--- src/rtl/ict_pkg.sv ---
package ict_pkg;
  typedef enum logic [1:0] {
    NET_GOOD  = 2'b00,
    NET_OPEN  = 2'b01,
    NET_SHORT = 2'b10
  } net_diag_e;
endpackage

--- src/rtl/ict_codebook.sv ---
module ict_codebook #(
  parameter int NETS   = 6,
  parameter int CODE_W = $clog2(NETS + 2),
  parameter int WORD_W = CODE_W + 1
) (
  output logic [NETS*WORD_W-1:0] words_o
);
  // Each net gets index+1 in the code bits and a marker bit of 1 on top
  for (genvar i = 0; i < NETS; i++) begin : g_word
    assign words_o[i*WORD_W +: WORD_W] = {1'b1, CODE_W'(i + 1)};
  end
endmodule

--- src/rtl/ict_seq_ctrl.sv ---
module ict_seq_ctrl #(
  parameter int WORD_W = 4,
  parameter int STEP_W = (WORD_W > 1) ? $clog2(WORD_W) : 1
) (
  input  logic              clk,
  input  logic              rst,
  input  logic              start_i,
  output logic              go_o,
  output logic              run_o,
  output logic              last_o,
  output logic              fin_o,
  output logic              done_o,
  output logic [STEP_W-1:0] step_o,
  output logic [STEP_W-1:0] nstep_o
);
  localparam logic [STEP_W-1:0] LAST_STEP = STEP_W'(WORD_W - 1);

  logic              run_q, fin_q, done_q;
  logic [STEP_W-1:0] step_q;

  assign go_o    = start_i && !run_q;
  assign run_o   = run_q;
  assign last_o  = run_q && (step_q == LAST_STEP);
  assign fin_o   = fin_q;
  assign done_o  = done_q;
  assign step_o  = step_q;
  assign nstep_o = go_o ? '0 : step_q + 1'b1;

  always_ff @(posedge clk) begin
    if (rst) begin
      run_q  <= 1'b0;
      step_q <= '0;
      fin_q  <= 1'b0;
      done_q <= 1'b0;
    end else begin
      fin_q <= last_o;
      if (go_o) begin
        run_q  <= 1'b1;
        step_q <= '0;
      end else if (run_q) begin
        if (last_o) begin
          run_q  <= 1'b0;
          step_q <= '0;
        end else begin
          step_q <= step_q + 1'b1;
        end
      end
      if (go_o)       done_q <= 1'b0;
      else if (fin_q) done_q <= 1'b1;
    end
  end


  step_range_chk: assert property (@(posedge clk) disable iff (rst)
    run_q |-> (step_q <= LAST_STEP));

  done_after_fin_chk: assert property (@(posedge clk) disable iff (rst)
    $rose(done_q) |-> $past(fin_q));

  done_run_excl_chk: assert property (@(posedge clk) disable iff (rst)
    !(done_q && run_q));

  no_restart_chk: assert property (@(posedge clk) disable iff (rst)
    (run_q && !last_o) |=> (step_q == $past(step_q) + 1'b1));
endmodule

--- src/rtl/ict_capture.sv ---
module ict_capture #(
  parameter int NETS   = 6,
  parameter int WORD_W = 4,
  parameter int STEP_W = 2
) (
  input  logic                   clk,
  input  logic                   rst,
  input  logic                   cap_en_i,
  input  logic [STEP_W-1:0]      step_i,
  input  logic [NETS-1:0]        rx_i,
  output logic [NETS*WORD_W-1:0] rxw_o
);
  for (genvar i = 0; i < NETS; i++) begin : g_net
    logic [WORD_W-1:0] word_q;
    always_ff @(posedge clk) begin
      if (rst) word_q <= '0;
      else if (cap_en_i) word_q[step_i] <= rx_i[i];
    end
    assign rxw_o[i*WORD_W +: WORD_W] = word_q;
  end
endmodule

--- src/rtl/ict_classify.sv ---
module ict_classify
  import ict_pkg::*;
#(
  parameter int NETS   = 6,
  parameter int WORD_W = 4
) (
  input  logic                   clk,
  input  logic                   rst,
  input  logic                   fin_i,
  input  logic [NETS*WORD_W-1:0] words_i,
  input  logic [NETS*WORD_W-1:0] rxw_i,
  output logic [2*NETS-1:0]      diag_o
);
  for (genvar i = 0; i < NETS; i++) begin : g_net
    net_diag_e         st_q;
    logic [WORD_W-1:0] got, want;
    assign got  = rxw_i[i*WORD_W +: WORD_W];
    assign want = words_i[i*WORD_W +: WORD_W];

    always_ff @(posedge clk) begin
      if (rst) st_q <= NET_GOOD;
      else if (fin_i) begin
        if (got == want)    st_q <= NET_GOOD;
        else if (got == '0) st_q <= NET_OPEN;
        else                st_q <= NET_SHORT;
      end
    end
    assign diag_o[2*i +: 2] = st_q;


    diag_code_chk: assert property (@(posedge clk) disable iff (rst)
      diag_o[2*i +: 2] != 2'b11);

    diag_hold_chk: assert property (@(posedge clk) disable iff (rst)
      !$past(fin_i) |-> $stable(diag_o[2*i +: 2]));
  end
endmodule

--- src/rtl/icn_test_seq.sv ---
module icn_test_seq #(
  parameter int NETS = 6
) (
  input  logic              clk,
  input  logic              rst,
  input  logic              start_i,
  input  logic [NETS-1:0]   rx_i,
  output logic [NETS-1:0]   drive_o,
  output logic [2*NETS-1:0] diag_o,
  output logic              done_o
);
  localparam int CODE_W = $clog2(NETS + 2);
  localparam int WORD_W = CODE_W + 1;
  localparam int STEP_W = $clog2(WORD_W);

  logic [NETS*WORD_W-1:0] words, rxw;
  logic                   go, run, last, fin;
  logic [STEP_W-1:0]      step, nstep;
  logic [NETS-1:0]        slice;
  logic [NETS-1:0]        drive_q;

  ict_codebook #(.NETS(NETS), .CODE_W(CODE_W), .WORD_W(WORD_W)) u_book (
    .words_o(words)
  );

  ict_seq_ctrl #(.WORD_W(WORD_W), .STEP_W(STEP_W)) u_ctrl (
    .clk(clk), .rst(rst), .start_i(start_i),
    .go_o(go), .run_o(run), .last_o(last), .fin_o(fin),
    .done_o(done_o), .step_o(step), .nstep_o(nstep)
  );

  // Pick the next bit-slice to present on the nets
  for (genvar i = 0; i < NETS; i++) begin : g_slice
    assign slice[i] = words[i*WORD_W + int'(nstep)];
  end

  always_ff @(posedge clk) begin
    if (rst) drive_q <= '0;
    else if (go || (run && !last)) drive_q <= slice;
    else drive_q <= '0;
  end
  assign drive_o = drive_q;

  ict_capture #(.NETS(NETS), .WORD_W(WORD_W), .STEP_W(STEP_W)) u_cap (
    .clk(clk), .rst(rst), .cap_en_i(run), .step_i(step),
    .rx_i(rx_i), .rxw_o(rxw)
  );

  ict_classify #(.NETS(NETS), .WORD_W(WORD_W)) u_cls (
    .clk(clk), .rst(rst), .fin_i(fin),
    .words_i(words), .rxw_i(rxw), .diag_o(diag_o)
  );


  idle_drive_chk: assert property (@(posedge clk) disable iff (rst)
    !run |-> (drive_o == '0));

  first_slice_chk: assert property (@(posedge clk) disable iff (rst)
    $rose(run) |-> (drive_o == {NETS{1'b1}} || drive_o != '0));
endmodule

--- config.mk ---
export PLATFORM = sky130hd
export DESIGN_NAME = icn_test_seq
export DESIGN_NICKNAME = d
export VERILOG_FILES = /design/src/rtl/ict_pkg.sv /design/src/rtl/ict_codebook.sv /design/src/rtl/ict_seq_ctrl.sv /design/src/rtl/ict_capture.sv /design/src/rtl/ict_classify.sv /design/src/rtl/icn_test_seq.sv
export SDC_FILE = /design/constraint.sdc
export NUM_CORES = 1
export LEC_CHECK = 0
export ABC_AREA = 1
export BUFFER_PORTS_ARGS = -buffer_cell sky130_fd_sc_hd__buf_2
export CORE_ASPECT_RATIO = 0.8
export CORE_MARGIN = 1
export CORE_UTILIZATION = 55
export CTS_BUF_LIST = sky130_fd_sc_hd__clkbuf_16
export CTS_CLUSTER_SIZE = 40
export DETAILED_ROUTE_END_ITERATION = 16
export GPL_TIMING_DRIVEN = 0
export PLACE_DENSITY = 0.78
export SYNTH_ARGS = -nofsm -noshare
export SYNTH_HDL_FRONTEND = slang
export SYNTH_SLANG_ARGS = --single-unit
--- constraint.sdc ---
create_clock -name clk -period 1.7 [get_ports clk]
set_input_delay 0.34 -clock clk [delete_from_list [all_inputs] [get_ports clk]]
set_output_delay 0.34 -clock clk [all_outputs]
set_load 0.02 [all_outputs]
==> flow_summary_export.csv <==
group,metric,value,unit
yosys,synth_cell_type_count,12,
pwr,ir_drop,695,uV
setup_path,critPathMaxFanout,4,
yosys,syn-cell-area,1800,sq um
clocking,clockRootBuffer,"clkbuf_16",
route,viasPerCell,5.03,
pwr,comb_power_share,6.9,%
clocking,hold_buffers,0,
floorplanning,fp.dieH,53.1,um
pwr,p_int,0.00187,W
sta,final_hold_viol_count,0,
status,outcome,"finished, final reports clean",
place,portBuffers,26,
clocking,clk_latency,290,ps
sta,setup_violations,0,
final_layout,layout_commonest_cell,"nor2_1",
final_layout,final.fill_count,298,
route,num_vias,1568,
route,drt_pass1_iterations,4,
pwr,seqPwrFrac,48.5,%
worst_hold_path,hold_class,"in -> reg",
clocking,cts_tree,"done",
pwr,p_sw,0.000509,W
pwr,p_sw_share,21.4,%
route,drt_wl_total,3760,um
sta,fin_crit,1400,ps
route,wl_met3,185,um
place,gpl.final_weighted_congestion,0.814,
route,wl_met1,1780,um
yosys,ys_ff_latch,47,
yosys,synth_adder_area_share,4.18,%
yosys,synth_compound_area_share,13.6,%
final_layout,post-route-util,68.8,%
global_route,grt.overflow.total,0,
setup_path,cp-end-kind,"register",
route,wl_met2,1720,um
yosys,synthSimpleGateAreaFrac,23.1,%
final_layout,final_cells,312,
setup_path,worstPathRequired,1880,ps
clocking,cts_resized,0,
yosys,yosys-top-cells-area,"dfxtp_1, nor2_1, o21ai_0",
floorplanning,start_util,57.9,%
global_route,grt_pass1_wl,6080,um
clocking,cts_setup_buffers,0,
place,dpl.cell_count,305,
final_layout,antenna_cells,0,
route,route.detailed.drc,0,
global_route,grt_max_degree,14,
floorplanning,die_w,65.9,um
clocking,cts_buffer_depth,2,
yosys,syn_nets,254,
clocking,cts_max_level,2,
yosys,yosysWarnings,0,
clocking,clock-sinks,47,
yosys,synth.area.mux_share,0,%
floorplanning,ios,28,
final_layout,seqCellArea,941,sq um
yosys,synth_top_cell_by_area,"dfxtp_1",
final_layout,layout_common_cells,"nor2_1, dfxtp_1, nand2_1",
global_route,antenna_found_initial,0,
floorplanning,core-area,3110,sq um
yosys,synth_xor_area_share,0,%
route,ant_nets,0,
final_layout,synthToLayoutAreaGrowth,18.9,%
run,cap_violations,0,
yosys,syn_avg_cell_area,7.52,sq um
pwr,power_density,1110,nW/um^2
global_route,grt_pass1_vias,1385,
sta,rsz0062_at_grt,"false",
route,drt_iter0_markers,42,
sta,slew_headroom,69.5,%
setup_path,arrival,1580,ps
route,routed.top_layer,"met4",
sta,setup_tns,0,ps
yosys,synth.top_cell.area_share,52.3,%
sta,worst_pin_slew,457,ps
route,routedWlPerCell,12.1,um
final_layout,layout-drive-gt1-share,13.6,%
sta,slew_viol_final,0,
setup_path,path_class,"reg -> reg",
sta,fin_skew,4.58,ps
final_layout,num-nets-final,287,
global_route,grt_usage,24.0,%
yosys,postSynthCellCount,239,
floorplanning,floorplan.die_area,3500,sq um
place,hpwl,2620,um
floorplanning,rows,18,
yosys,synth_top_family_by_area,"simple AND/OR/NAND/NOR gates",
final_layout,multi_input_area,736,sq um
setup_path,start_kind,"register",
yosys,synth-seq-area-share,52.3,%
sta,fmax,714,MHz
clocking,clkTransAtPathRegs,60,ps
sta,finalCritPeriodShare,82.4,%
pwr,p_leak,1.02,nW
pwr,clock_power_share,44.5,%
clocking,numCtsBuffers,5,
[kinds of logic (layout without fill, tap and decap cells)]
group,after synthesis,in the layout
adder cells (fa/ha/maj),6,6
AND/OR/NAND/NOR,108,108
buffers and inverters,29,62
flip-flops,47,47
AO/OA/AOI/OAI,49,49
[worst max-delay path, cell delays in order (launching register included)]
cell and delay, ps:
dfxtp_1 380, inv_1 110, ha_1 320, nand2_1 100, ha_1 300, inv_1 50
nor2_1 30
[through the flow]
step / hold WS (ps) / area, sq um / setup slack [ps] / power [W]
global route: 251 / 2140 / 161 / 0.00246
floorplan: 444 / 1800 / 423 / 0.00129
finish: 244 / 2140 / 299 / 0.00238
detailed placement: 451 / 1980 / 307 / 0.00134
CTS: 242 / 2140 / 296 / 0.00239
global placement: 447 / 1980 / 325 / 0.00134
[layer usage]
| metal | GRT usage [%] | vias up |
|---|---|---|
| li1 | - | 819 |
| met2 | 39.8 | 32 |
| met3 | 5.60 | 9 |
| met5 | 0 | - |
| met1 | 29.8 | 708 |
| met4 | 10.5 | 0 |
[synthesized netlist by cell type]
master / n
a21oi_1: 18
buf_2: 4
buf_6: 1
clkbuf_1: 1
dfxtp_1: 47
ha_1: 6
inv_1: 23
nand2_1: 35
nand3_1: 8
nor2_1: 65
o21ai_0: 30
o21ai_1: 1
[registers in the layout, summed over array words and instances (netlist names)]
name and cells:
drive_o 6, u_ctrl.step_o 2, u_ctrl.fin_o 1, u_cap.g_net.word_q 24
u_cls.g_net.st_q 12, u_ctrl.run_o 1, u_ctrl.done_o 1
[power by group through the flow]
stage	registers, W	logic (W)	clock network (W)
6_report	0.00115	0.000165	0.00106
5_1_grt	0.00116	0.000189	0.00111
2_1_floorplan	0.00119	0.000100	0
3_5_place_dp	0.00118	0.000163	0
3_3_place_gp	0.00118	0.000160	0
4_1_cts	0.00115	0.000165	0.00107
[path summary, 6_finish.rpt]
check / to / depth (start not counted) / from / slack [ps]
worst max-delay path: drive_o[0] / 6 / u_ctrl.step_o[0] / 300
worst min-delay path: u_cls.g_net[5].st_q[1] / 2 / rst / 240
worst max register to register: drive_o[0] / 6 / u_ctrl.step_o[0] / 300
worst min register to register: u_cls.g_net[1].st_q[1] / 2 / u_cls.g_net[1].st_q[1] / 460
[cell type report]
cell class | count | share of cell area (%)
flip-flops and latches | 47 | 44.0
multi-input cells | 163 | 34.4
repair buffers | 26 | 6.09
clock buffers | 5 | 5.85
inverters | 23 | 4.04
well taps | 40 | 2.34
plain buffers | 6 | 1.64
clock inverters | 2 | 1.58
(Power assumes the default switching activity.)
